### src/rtl/iotlb_pkg.sv
package iotlb_pkg;
  // tag word fields
  localparam int T_SIZE  = 19;
  localparam int T_STRM  = 20;
  localparam int T_WR    = 21;
  localparam int T_ERR   = 22;
  localparam int T_ES    = 23;
  // data word fields
  localparam int D_CACHE = 28;
  localparam int D_USED  = 29;
  localparam int D_VALID = 30;
  // control word fields
  localparam int C_EN    = 0;
  localparam int C_DIAG  = 1;
  localparam int C_TBW   = 2;
  localparam int C_TSZ   = 16;
  localparam int C_LPTR  = 19;
  localparam int C_LEN   = 23;
  localparam int C_ERRF  = 24;
  localparam int C_ES    = 25;
  localparam int LP_W    = 4;

  localparam logic [31:0] TAG_MASK  = 32'h01FF_FFFF;
  localparam logic [31:0] DATA_MASK = 32'h701F_FFFF;

  localparam logic [1:0] SEL_CTRL = 2'd0;
  localparam logic [1:0] SEL_TAG  = 2'd1;
  localparam logic [1:0] SEL_DATA = 2'd2;

  typedef enum logic [1:0] {
    RSP_OK   = 2'd0,
    RSP_PROT = 2'd1,
    RSP_FERR = 2'd2
  } rsp_code_e;

  typedef enum logic [2:0] {
    ST_IDLE,
    ST_LOOK,
    ST_FREQ,
    ST_FWAIT,
    ST_RESP
  } tlb_state_e;
endpackage

### src/rtl/iotlb_entries.sv
module iotlb_entries
  import iotlb_pkg::*;
#(
  parameter int N     = 16,
  parameter int IDX_W = 4,
  parameter int VPN_W = 19
) (
  input  logic                  clk,
  input  logic                  rst_n,
  input  logic                  diag_tag_we,
  input  logic                  diag_data_we,
  input  logic [IDX_W-1:0]      diag_idx,
  input  logic [31:0]           diag_wdata,
  input  logic                  fill_we,
  input  logic [IDX_W-1:0]      fill_idx,
  input  logic [31:0]           fill_tag,
  input  logic [31:0]           fill_data,
  input  logic                  used_we,
  input  logic [N-1:0]          used_new,
  input  logic [VPN_W-1:0]      look_vpn,
  output logic [N-1:0][31:0]    tag_q,
  output logic [N-1:0][31:0]    data_q,
  output logic [N-1:0]          valid_vec,
  output logic [N-1:0]          used_vec,
  output logic [N-1:0]          hit_vec
);
  always_ff @(posedge clk or negedge rst_n) begin
    if (!rst_n) begin
      tag_q  <= '0;
      data_q <= '0;
    end else begin
      for (int i = 0; i < N; i++) begin
        if (fill_we && fill_idx == IDX_W'(i)) begin
          tag_q[i]  <= fill_tag & TAG_MASK;
          data_q[i] <= fill_data & DATA_MASK;
        end else begin
          if (diag_tag_we && diag_idx == IDX_W'(i))
            tag_q[i] <= diag_wdata & TAG_MASK;
          if (diag_data_we && diag_idx == IDX_W'(i))
            data_q[i] <= diag_wdata & DATA_MASK;
        end
        if (used_we)
          data_q[i][D_USED] <= used_new[i];
      end
    end
  end

  for (genvar i = 0; i < N; i++) begin : g_cmp
    assign valid_vec[i] = data_q[i][D_VALID];
    assign used_vec[i]  = data_q[i][D_USED];
    assign hit_vec[i]   = data_q[i][D_VALID] && (tag_q[i][VPN_W-1:0] == look_vpn);
  end
endmodule

### src/rtl/iotlb_policy.sv
module iotlb_policy
  import iotlb_pkg::*;
#(
  parameter int N     = 16,
  parameter int IDX_W = 4
) (
  input  logic [N-1:0]     valid_vec,
  input  logic [N-1:0]     used_vec,
  input  logic             lock_en,
  input  logic [LP_W-1:0]  lock_ptr,
  input  logic [IDX_W-1:0] touch_idx,
  output logic [N-1:0]     used_new,
  output logic [IDX_W-1:0] victim_idx
);
  logic [N-1:0] elig, touched, used_set, cand_inv, cand_unu;

  for (genvar i = 0; i < N; i++) begin : g_sel
    assign elig[i]    = !(lock_en && (i < int'(lock_ptr)));
    assign touched[i] = (touch_idx == IDX_W'(i));
  end

  assign used_set = used_vec | touched;
  assign cand_inv = ~valid_vec & elig;
  assign cand_unu = ~used_vec & elig;

  always_comb begin
    if ((used_set & elig) == elig)
      used_new = (used_set & ~elig) | touched;
    else
      used_new = used_set;
  end

  // later loops override earlier ones: invalid beats unused beats any eligible
  always_comb begin
    victim_idx = IDX_W'(N - 1);
    for (int i = N - 1; i >= 0; i--)
      if (elig[i]) victim_idx = IDX_W'(i);
    for (int i = N - 1; i >= 0; i--)
      if (cand_unu[i]) victim_idx = IDX_W'(i);
    for (int i = N - 1; i >= 0; i--)
      if (cand_inv[i]) victim_idx = IDX_W'(i);
  end
endmodule

### src/rtl/iotlb_top.sv
module iotlb_top
  import iotlb_pkg::*;
#(
  parameter int ENTRIES = 16,
  parameter int VA_W    = 32,
  parameter int PA_W    = 34,
  parameter int PAGE_SH = 13
) (
  input  logic                         clk,
  input  logic                         rst_n,
  input  logic                         lk_valid,
  output logic                         lk_ready,
  input  logic [VA_W-1:0]              lk_vaddr,
  input  logic                         lk_write,
  output logic                         rsp_valid,
  input  logic                         rsp_ready,
  output logic [PA_W-1:0]              rsp_paddr,
  output logic [1:0]                   rsp_status,
  output logic                         fr_valid,
  input  logic                         fr_ready,
  output logic [VA_W-PAGE_SH-1:0]      fr_vpn,
  input  logic                         fl_valid,
  output logic                         fl_ready,
  input  logic [PA_W-PAGE_SH-1:0]      fl_ppn,
  input  logic                         fl_writable,
  input  logic                         fl_cacheable,
  input  logic                         fl_err,
  input  logic [1:0]                   fl_errcode,
  input  logic                         reg_wr,
  input  logic [$clog2(ENTRIES)+1:0]   reg_addr,
  input  logic [31:0]                  reg_wdata,
  output logic [31:0]                  reg_rdata
);
  localparam int IDX_W = $clog2(ENTRIES);
  localparam int VPN_W = VA_W - PAGE_SH;
  localparam int PPN_W = PA_W - PAGE_SH;

  // control fields
  logic            en_q, diag_q, tbw_q, len_q, errf_q;
  logic [2:0]      tsz_q;
  logic [LP_W-1:0] lptr_q;
  logic [1:0]      errs_q;
  logic [31:0]     ctrl_word;

  // lookup pipeline
  tlb_state_e      state_q;
  logic [VA_W-1:0] vaddr_q;
  logic            write_q;
  logic [IDX_W-1:0] victim_q;
  logic [PA_W-1:0] paddr_q;
  logic [1:0]      status_q;

  // entry array wiring
  logic [ENTRIES-1:0][31:0] tag_q, data_q;
  logic [ENTRIES-1:0] valid_vec, used_vec, hit_vec, used_new;
  logic [IDX_W-1:0]   hit_idx, victim_idx, touch_idx;
  logic               hit_any, used_we, fill_we;
  logic [31:0]        fill_tag, fill_data;
  logic [1:0]         sel;
  logic [IDX_W-1:0]   ridx;
  logic               diag_tag_we, diag_data_we, ctrl_we;
  logic [VPN_W-1:0]   vpn_q;

  assign vpn_q = vaddr_q[VA_W-1:PAGE_SH];
  assign sel   = reg_addr[IDX_W+1:IDX_W];
  assign ridx  = reg_addr[IDX_W-1:0];

  assign ctrl_we      = reg_wr && (sel == SEL_CTRL);
  assign diag_tag_we  = reg_wr && diag_q && (sel == SEL_TAG);
  assign diag_data_we = reg_wr && diag_q && (sel == SEL_DATA);

  always_comb begin
    ctrl_word = '0;
    ctrl_word[C_EN]             = en_q;
    ctrl_word[C_DIAG]           = diag_q;
    ctrl_word[C_TBW]            = tbw_q;
    ctrl_word[C_TSZ+2:C_TSZ]    = tsz_q;
    ctrl_word[C_LPTR+LP_W-1:C_LPTR] = lptr_q;
    ctrl_word[C_LEN]            = len_q;
    ctrl_word[C_ERRF]           = errf_q;
    ctrl_word[C_ES+1:C_ES]      = errs_q;
  end

  always_comb begin
    unique case (sel)
      SEL_CTRL: reg_rdata = ctrl_word;
      SEL_TAG:  reg_rdata = diag_q ? tag_q[ridx]  : '0;
      SEL_DATA: reg_rdata = diag_q ? data_q[ridx] : '0;
      default:  reg_rdata = '0;
    endcase
  end

  // lowest-index hit
  always_comb begin
    hit_idx = '0;
    for (int i = ENTRIES - 1; i >= 0; i--)
      if (hit_vec[i]) hit_idx = IDX_W'(i);
  end
  assign hit_any = |hit_vec;

  assign fill_we   = (state_q == ST_FWAIT) && fl_valid;
  assign touch_idx = (state_q == ST_LOOK) ? hit_idx : victim_q;
  assign used_we   = ((state_q == ST_LOOK) && en_q && hit_any) ||
                     (fill_we && !fl_err);

  always_comb begin
    fill_tag = '0;
    fill_tag[VPN_W-1:0]   = vpn_q;
    fill_tag[T_WR]        = fl_writable && !fl_err;
    fill_tag[T_ERR]       = fl_err;
    fill_tag[T_ES+1:T_ES] = fl_err ? fl_errcode : 2'd0;
  end

  always_comb begin
    fill_data = '0;
    fill_data[PPN_W-1:0] = fl_err ? '0 : fl_ppn;
    fill_data[D_CACHE]   = fl_cacheable && !fl_err;
    fill_data[D_USED]    = !fl_err;
    fill_data[D_VALID]   = !fl_err;
  end

  iotlb_entries #(.N(ENTRIES), .IDX_W(IDX_W), .VPN_W(VPN_W)) u_entries (
    .clk         (clk),
    .rst_n       (rst_n),
    .diag_tag_we (diag_tag_we),
    .diag_data_we(diag_data_we),
    .diag_idx    (ridx),
    .diag_wdata  (reg_wdata),
    .fill_we     (fill_we),
    .fill_idx    (victim_q),
    .fill_tag    (fill_tag),
    .fill_data   (fill_data),
    .used_we     (used_we),
    .used_new    (used_new),
    .look_vpn    (vpn_q),
    .tag_q       (tag_q),
    .data_q      (data_q),
    .valid_vec   (valid_vec),
    .used_vec    (used_vec),
    .hit_vec     (hit_vec)
  );

  iotlb_policy #(.N(ENTRIES), .IDX_W(IDX_W)) u_policy (
    .valid_vec (valid_vec),
    .used_vec  (used_vec),
    .lock_en   (len_q),
    .lock_ptr  (lptr_q),
    .touch_idx (touch_idx),
    .used_new  (used_new),
    .victim_idx(victim_idx)
  );

  // control register
  always_ff @(posedge clk or negedge rst_n) begin
    if (!rst_n) begin
      en_q <= 1'b0; diag_q <= 1'b0; tbw_q <= 1'b0; len_q <= 1'b0;
      tsz_q <= '0; lptr_q <= '0; errf_q <= 1'b0; errs_q <= '0;
    end else begin
      if (ctrl_we) begin
        en_q   <= reg_wdata[C_EN];
        diag_q <= reg_wdata[C_DIAG];
        tbw_q  <= reg_wdata[C_TBW];
        tsz_q  <= reg_wdata[C_TSZ+2:C_TSZ];
        lptr_q <= reg_wdata[C_LPTR+LP_W-1:C_LPTR];
        len_q  <= reg_wdata[C_LEN];
        if (reg_wdata[C_ERRF]) begin
          errf_q <= 1'b0;
          errs_q <= '0;
        end
      end
      if (fill_we && fl_err) begin
        errf_q <= 1'b1;
        errs_q <= fl_errcode;
      end
    end
  end

  // lookup sequencing
  always_ff @(posedge clk or negedge rst_n) begin
    if (!rst_n) begin
      state_q  <= ST_IDLE;
      vaddr_q  <= '0;
      write_q  <= 1'b0;
      victim_q <= '0;
      paddr_q  <= '0;
      status_q <= RSP_OK;
    end else begin
      unique case (state_q)
        ST_IDLE: begin
          if (lk_valid) begin
            vaddr_q <= lk_vaddr;
            write_q <= lk_write;
            state_q <= ST_LOOK;
          end
        end
        ST_LOOK: begin
          if (!en_q) begin
            paddr_q  <= PA_W'(vaddr_q);
            status_q <= RSP_OK;
            state_q  <= ST_RESP;
          end else if (hit_any) begin
            if (write_q && !tag_q[hit_idx][T_WR]) begin
              paddr_q  <= '0;
              status_q <= RSP_PROT;
            end else begin
              paddr_q  <= {data_q[hit_idx][PPN_W-1:0], vaddr_q[PAGE_SH-1:0]};
              status_q <= RSP_OK;
            end
            state_q <= ST_RESP;
          end else begin
            victim_q <= victim_idx;
            state_q  <= ST_FREQ;
          end
        end
        ST_FREQ: begin
          if (fr_ready) state_q <= ST_FWAIT;
        end
        ST_FWAIT: begin
          if (fl_valid) begin
            if (fl_err) begin
              paddr_q  <= '0;
              status_q <= RSP_FERR;
            end else if (write_q && !fl_writable) begin
              paddr_q  <= '0;
              status_q <= RSP_PROT;
            end else begin
              paddr_q  <= {fl_ppn, vaddr_q[PAGE_SH-1:0]};
              status_q <= RSP_OK;
            end
            state_q <= ST_RESP;
          end
        end
        ST_RESP: begin
          if (rsp_ready) state_q <= ST_IDLE;
        end
        default: state_q <= ST_IDLE;
      endcase
    end
  end

  assign lk_ready   = (state_q == ST_IDLE);
  assign rsp_valid  = (state_q == ST_RESP);
  assign rsp_paddr  = paddr_q;
  assign rsp_status = status_q;
  assign fr_valid   = (state_q == ST_FREQ);
  assign fr_vpn     = vpn_q;
  assign fl_ready   = (state_q == ST_FWAIT);
endmodule

### config.mk
export PLATFORM = sky130hd
export DESIGN_NAME = iotlb_top
export DESIGN_NICKNAME = d
export VERILOG_FILES = /design/src/rtl/iotlb_pkg.sv /design/src/rtl/iotlb_entries.sv /design/src/rtl/iotlb_policy.sv /design/src/rtl/iotlb_top.sv
export SDC_FILE = /design/constraint.sdc
export NUM_CORES = 2
export LEC_CHECK = 0
export ABC_AREA = 1
export BUFFER_PORTS_ARGS = -buffer_cell sky130_fd_sc_hd__buf_2
export CAP_MARGIN = 20
export CORE_ASPECT_RATIO = 0.5
export CORE_MARGIN = 2
export CORE_UTILIZATION = 30
export DETAILED_ROUTE_END_ITERATION = 7
export PLACE_DENSITY_LB_ADDON = 0.1
export SLEW_MARGIN = 5
export SYNTH_ARGS = -nofsm -noshare
export SYNTH_HDL_FRONTEND = slang
export SYNTH_SLANG_ARGS = --single-unit
### constraint.sdc
create_clock -name clk -period 5.5 [get_ports clk]
set_input_delay 0.275 -clock clk [delete_from_list [all_inputs] [get_ports clk]]
set_output_delay 0.275 -clock clk [all_outputs]
set_load 0.02 [all_outputs]
---- Word level (Yosys, flattened, before mapping) ----
Index checks and enable logic that the tools add are counted.
word-level totals
  register bits after elaboration ......... 1114
  latch bits .............................. 0
  RAM bits ................................ 0
  memory bits (read-only) ................. 0
  input bits .............................. 104
  output and inout bits ................... 91
  word-level logic and storage cells ...... 520
  memories kept ........................... 0
cells by class
  add/sub/neg operators ................... 0
  $mul .................................... 0
  divide/modulo/power cells ............... 0
  magnitude comparators ................... 17
  eq/ne operators ......................... 73
  shift-type cells ........................ 0
  multiplexer cells ....................... 185
  bitwise operators ....................... 10
  reductions and logical operators ........ 173
operator list
  operator                                             count
  2-to-1 mux 32 bit                                    68
  binary-select mux 32 bit (select 4 bit)              4
  equality test 19 bit                                 16
  2-to-1 mux 4 bit                                     57
  2-to-1 mux 34 bit                                    6
  equality test 4 bit, second input constant           24
  case mux 32 bit (3 select lines)                     1
  logical AND 1 bit                                    92
  nonzero test 2 bit                                   35
  case mux 34 bit (2 select lines)                     1
  AND 16 bit                                           4
  equality test 4 x 3 -> 1 bit, second input constant  12
  NOT 16 bit                                           3
  nonzero test 3 bit                                   16
  2-to-1 mux 21 bit                                    2
  OR 16 bit                                            2
  2-to-1 mux 3 bit                                     10
  less-than comparator 4 bit, first input constant     7
  equality test 4 x 2 -> 1 bit, second input constant  6
  2-to-1 mux 1 bit                                     22
  2-to-1 mux 22 bit                                    1
  2-to-1 mux 2 bit                                     10
  zero test 1 bit                                      18
  equality test 16 bit                                 1
  other kinds (25)                                     40

---- Logic depth before layout (Yosys ltp) ----
  depth in word-level cells ............... 49
  depth in mapped cells ................... 38
  mapped depth without buffers ............ 38

---- Modules after synthesis ----
Synthesis repeated with hierarchy kept, for this count alone.
second synthesis, totals
  cell total of the unflattened synthesis .. 9354
  area total of the unflattened synthesis .. 61288.8 um^2
modules (own cells, without submodules)
  module         instances  cells each  area each (um^2)  sequential area each (um^2)
  iotlb_entries  1          5957        42793.5           19618.8
  iotlb_top      1          3156        17413.0           2252.2
  iotlb_policy   1          241         1082.3            0.0

---- Least setup slack after synthesis ----
No wires, ideal clock.
  path kind ............................... flip-flop to flip-flop
  start ................................... register vaddr_q[17]
  end ..................................... register u_entries.data_q[477] in the netlist's numbering
  library setup time ...................... 0.117 ns
  data arrival time ....................... 3.020 ns
  data required time ...................... 5.383 ns
  path slack .............................. 2.363 ns
  cell stages (with the launch flop) ...... 25
  buffers on the path ..................... 3
  clock period less this slack ............ 3.137 ns
  cell sequence ........................... dfrtp_1 -> buf_4 -> xor2_1 -> or4_1 -> nor2_1 -> nand3_1 -> nand2_1 -> nor2_1 -> and2_1 -> buf_6 -> nand2_4 -> o21ai_4 -> nor2_2 -> nand4_1 -> nand2_1 -> nand2_1 -> nor2_1 -> nand2_1 -> nor2_2 -> nand2_2 -> buf_6 -> o21ai_1 -> nand2_1 -> nand2_1 -> nand2_1
between the ends
  cells in the longest elaborated chain, start to end .. 25
  elaborated cells on any way between the ends .. 76
  classes of those cells .................. 32 x eq/ne; 19 x mux; 4 x bitwise; 21 x reduce/logical
RTL lines
  element                                                     RTL line                                text
  from (decl)                                                 iotlb_top.sv:47                         logic [VA_W-1:0] vaddr_q;
  from (signal assigned)                                      iotlb_top.sv:191                        vaddr_q <= lk_vaddr;
  equality test 19 bit                                        iotlb_entries.sv:51                     assign hit_vec[i] = data_q[i][D_VALID] && (tag_q[i][VPN_W-1:0] == look_vpn);
  logical AND 1 bit                                           iotlb_entries.sv:51
  2-to-1 mux 4 bit (16 in series)                             iotlb_top.sv:97                         if (hit_vec[i]) hit_idx = IDX_W'(i);
  2-to-1 mux 4 bit                                            iotlb_top.sv:102                        assign touch_idx = (state_q == ST_LOOK) ? hit_idx : victim_q;
  equality test 4 x 1 -> 1 bit, or another cell as far along  iotlb_policy.sv:19                      assign touched[i] = (touch_idx == IDX_W'(i));
  OR 16 bit                                                   iotlb_policy.sv:22                      assign used_set = used_vec | touched;
  AND 16 bit (on tied branches)                               iotlb_policy.sv:27, iotlb_policy.sv:28
  equality test 16 bit or OR 16 bit (tied branches)           iotlb_policy.sv:27, iotlb_policy.sv:28
  2-to-1 mux 16 bit                                           iotlb_policy.sv:27                      if ((used_set & elig) == elig)
  2-to-1 mux 1 bit                                            iotlb_entries.sv:42                     if (used_we)
  to (signal, indexed assignment)                             iotlb_entries.sv:35                     data_q[i] <= fill_data & DATA_MASK;
  to (signal, indexed assignment)                             iotlb_entries.sv:40                     data_q[i] <= diag_wdata & DATA_MASK;
  to (signal, indexed assignment)                             iotlb_entries.sv:43                     data_q[i][D_USED] <= used_new[i];
  to (decl)                                                   iotlb_entries.sv:22                     output logic [N-1:0][31:0] data_q,
Several ways; a longest one is shown, not always the timed one.
A chain may end at the register's enable or synchronous reset.

---- Worst setup path in the final report ----
  start ................................... register vaddr_q[17]
  end ..................................... register paddr_q[28], in the netlist rsp_paddr[28]
between the ends
  cells in the longest elaborated chain, start to end .. 26
  elaborated cells on any way between the ends .. 61
  classes of those cells .................. 17 x eq/ne; 24 x mux; 20 x reduce/logical
RTL lines
  element                                  RTL line             text
  equality test 19 bit                     iotlb_entries.sv:51
  logical AND 1 bit                        iotlb_entries.sv:51
  2-to-1 mux 4 bit (16 in series)          iotlb_top.sv:97
  binary-select mux 32 bit (select 4 bit)  iotlb_top.sv:202     if (write_q && !tag_q[hit_idx][T_WR]) begin
  2-to-1 mux 22 bit (implied by the code)  iotlb_top.sv:202
  zero test 1 bit                          iotlb_top.sv:202
  logical AND 1 bit                        iotlb_top.sv:202
  2-to-1 mux 34 bit                        iotlb_top.sv:202
  2-to-1 mux 34 bit                        iotlb_top.sv:201     end else if (hit_any) begin
  2-to-1 mux 34 bit                        iotlb_top.sv:197     if (!en_q) begin
  case mux 34 bit (2 select lines)         iotlb_top.sv:188     unique case (state_q)
  to (signal assigned)                     iotlb_top.sv:198     paddr_q <= PA_W'(vaddr_q);
  to (signal assigned)                     iotlb_top.sv:206     paddr_q <= {data_q[hit_idx][PPN_W-1:0], vaddr_q[PAGE_SH-1:0]};
  to (signal assigned)                     iotlb_top.sv:227     paddr_q <= {fl_ppn, vaddr_q[PAGE_SH-1:0]};
  to (decl)                                iotlb_top.sv:50      logic [PA_W-1:0] paddr_q;
Several ways; a longest one is shown, not always the timed one. The select of a mux whose other input is x is not followed.

==> results.toml <==
[status]
status = "finished with violations"
violations = "DRC"

[clock_tree]
clockBufferDepth = 3
htree_levels = 3
postCtsSetupRepairBufs = 0
clock_latency_ns = 0.77
cts-root-buf = "clkbuf_16"
clock_sinks = 874
clkTransAtPathRegs_ns = 0.07
cts_tree = "built"
cts_buffers = 96

[placement]
post-place-ws_ns = 0.458
hpwl_um = 314000
io_buffers = 188
placed_cells = 9086
place_congestion = 1.07

[hold_path]
hp-class = "in -> reg"
holdPathStages = 3

[worst_setup_path]
cp_num_cells = 21
reg2reg_depth = 21
crit_family = "simple AND/OR/NAND/NOR gates"
worst-setup-path-type = "reg -> reg"
critPathRequiredTime_ns = 6.15
path_max_fanout = 24
crit_path_cell_trace = "buf_4, buf_12, xor2_1, nor4_1, nand4_1, nand2_1, nand2_1, nand2_1, nand2_1, nand2_1, nand2_1, nand2_8, clkinv_2, buf_12, buf_12, nor2_1, nor2_1, o21ai_0, nand3_1, o2111ai_1, a21boi_1"
cp_data_arrival_time_ns = 5.95
critPathBufInv = 5
path_common_cell = "nand2_1"
setup.worst_path.start_class = "register"
crit_slowest_cell = "dfrtp_1"
worstSetupEndpointType = "register"
cp_slowest_stage_delay_ns = 0.82

[routing]
drtPass1Iterations = 6
dr_wl_met2_um = 158000
topRoutingLayerUsed = "met5"
wl_per_cell_um = 46.1
first_iter_violations = 11400
num_vias = 63200
wl_um = 431000
drc_errors = 1
m1WireLength_um = 175000
drtAntennaViolNets = 0
vias_per_cell = 6.76
wl_met3_um = 70500

[global_route]
grt_max_degree = 160
track_usage = 0.471
grt_pass1_wl_um = 561000
antenna_found_initial = 71
grt-ovfl-total = 0
grt_pass1_vias = 58000

[layout]
utilization = 0.355
drive_gt1_frac = 0.131
final_nets = 7035
final_common_cell = "nand2_1"
n_fill_cell = 18400
syn_to_final_growth_pct = 17.6
final_cell_mix = "1,385 x nand2_1, 874 x dfrtp_1, 599 x o21ai_0"
fin_cells = 9347

[floorplanning]
rows = 108
die-area_mm2 = 0.178
ioPinCount = 195
die_w_um = 594
die_height_um = 299
start_util = 0.302
core_mm2 = 0.173

[power]
powerDensity_mw_per_mm2 = 447
power_w = 0.0275
power_leakage_nw = 26.7
vdd_drop_max_mv = 0.311

[yosys]
yosysTopAreaCell = "dfrtp_1"
synth-edff-count = 0
yosys_warnings = 0
synth.area.top_cells = "dfrtp_1 42%, nand2_1 10%, o221ai_1 7.8%"
synth_area_mm2 = 0.0522
ys_seq_area_frac = 0.419
ys_ff_latch = 874
postSynthCellCount = 6783
synth_ff_type = "dfrtp_1"
synth_top_area_share = 0.419
synth.distinct_cells = 60
synth-async-reset-ratio = 1.00
avgSynthCellArea_um2 = 7.70

[flow_run]
maxCapViolCount = 0

[timing]
min_period_ns = 5.31
final_hold_viol_count = 0
finalCritPeriodShare = 0.965
slew-limit-headroom = 0.126
clock_skew_ns = 0.0312
slew_viol_final = 0
setup_tns_ns = 0
rsz0062_at_grt = "no"
max_freq_mhz = 188
tightest_slew_ns = 1.31
setup_slack_ns = 0.193
setup_viol = 0
[Yosys cell counts (4+ instances only)]
| cell type | instances |
|---|---|
| nand2_1 | 1389 |
| dfrtp_1 | 874 |
| o21ai_0 | 599 |
| inv_1 | 598 |
| nor2_1 | 527 |
| o221ai_1 | 468 |
| clkbuf_1 | 450 |
| a21oi_1 | 270 |
| a22oi_1 | 264 |
| nand3_1 | 241 |
| o211ai_1 | 212 |
| o22ai_1 | 211 |
| xor2_1 | 63 |
| buf_2 | 54 |
| nand4_1 | 51 |
| buf_1 | 47 |
| nor3_1 | 43 |
| or2_2 | 42 |
| buf_4 | 41 |
| o2111ai_1 | 34 |
| nor4_1 | 31 |
| clkinv_1 | 29 |
| a221oi_1 | 21 |
| inv_2 | 21 |
| xnor2_1 | 21 |
| a211oi_1 | 19 |
| a21boi_1 | 17 |
| a21boi_0 | 16 |
| a22o_1 | 14 |
| a2111oi_0 | 13 |
| mux2_2 | 13 |
| buf_6 | 12 |
| o31ai_1 | 10 |
| o21ai_1 | 9 |
| o311ai_0 | 9 |
| a31oi_1 | 6 |
| nor2_2 | 4 |
[registers in the layout (all words and copies together) (netlist names)]
name	cells
rsp_status	2
write_q	1
tbw_q	1
tsz_q	3
errf_q	1
len_q	1
u_entries.tag_q	400
errs_q	2
diag_q	1
en_q	1
state_q	3
vaddr_q	32
u_entries.data_q	384
victim_q	4
lptr_q	4
rsp_paddr	34
[path summary, 6_finish.rpt]
| kind | start | to | slack [ns] |
|---|---|---|---|
| worst max-delay path | vaddr_q[17] | rsp_paddr[28] | 0.19 |
| worst min-delay path | reg_wdata[24] | u_entries.tag_q[152] | 0.06 |
| worst max register to register | vaddr_q[17] | rsp_paddr[28] | 0.19 |
| worst min register to register | u_entries.tag_q[435] | u_entries.tag_q[435] | 0.48 |
| max in group asynchronous | rst_n | rsp_paddr[26] | 3.80 |
| min in group asynchronous | rst_n | vaddr_q[19] | 0.16 |
[kinds of logic (layout without fill, tap and decap cells)]
kind of cell | after synthesis | after routing | share of synthesized area
flops | 874 | 874 | 0.419
other cells | 1 | 30 | 0.0000718
simple gates | 2343 | 2343 | 0.183
xor+xnor | 84 | 84 | 0.0141
buf+inv | 1255 | 1480 | 0.0963
mux | 13 | 13 | 0.00280
compound gates | 2213 | 2213 | 0.285
[what timing repair did]
item                                    4_1_cts  5_1_grt
endpoints found under the setup margin        0       18
hold endpoints to repair                    132        0
hold buffers                                 56        0
gates resized for setup                       0        3
[layer usage]
metal	track usage	vias up
met5	0	-
met4	0.248	53
met3	0.250	1090
met2	0.598	5567
met1	0.631	32200
li1	-	24300
[metrics by stage]
step / hold WS, ns / area, um^2
after detailed placement: 0.380 / 57400
after floorplan: -0.0206 / 52200
after global routing: 0.0429 / 61300
after CTS: 0.00919 / 61300
final: 0.0641 / 61400
after global placement: 0.377 / 57300
[final cells by class]
class | count | area, um^2 | share of cell area
multi-input cells | 4655 | 25600 | 0.417
flip-flops and latches | 874 | 21900 | 0.356
repair buffers | 653 | 5150 | 0.0839
well taps | 2310 | 2890 | 0.0471
clock buffers | 136 | 2790 | 0.0455
inverters | 651 | 2470 | 0.0402
clock inverters | 40 | 581 | 0.00945
diodes | 28 | 70.1 | 0.00114
[worst min-delay path, cell delays in order]
cell and delay, ns:
buf_2 0.25, nand3_1 0.15, o211ai_1 0.08
[where the power goes]
part           internal [W]  leakage [nW]  switching (W)
Clock               0.00404          1.64        0.00339
Sequential          0.00786          10.6        0.00144
Combinational       0.00309          14.5        0.00763
Total                0.0150          26.7         0.0125
No activity file was read; power rests on OpenSTA's default activity.
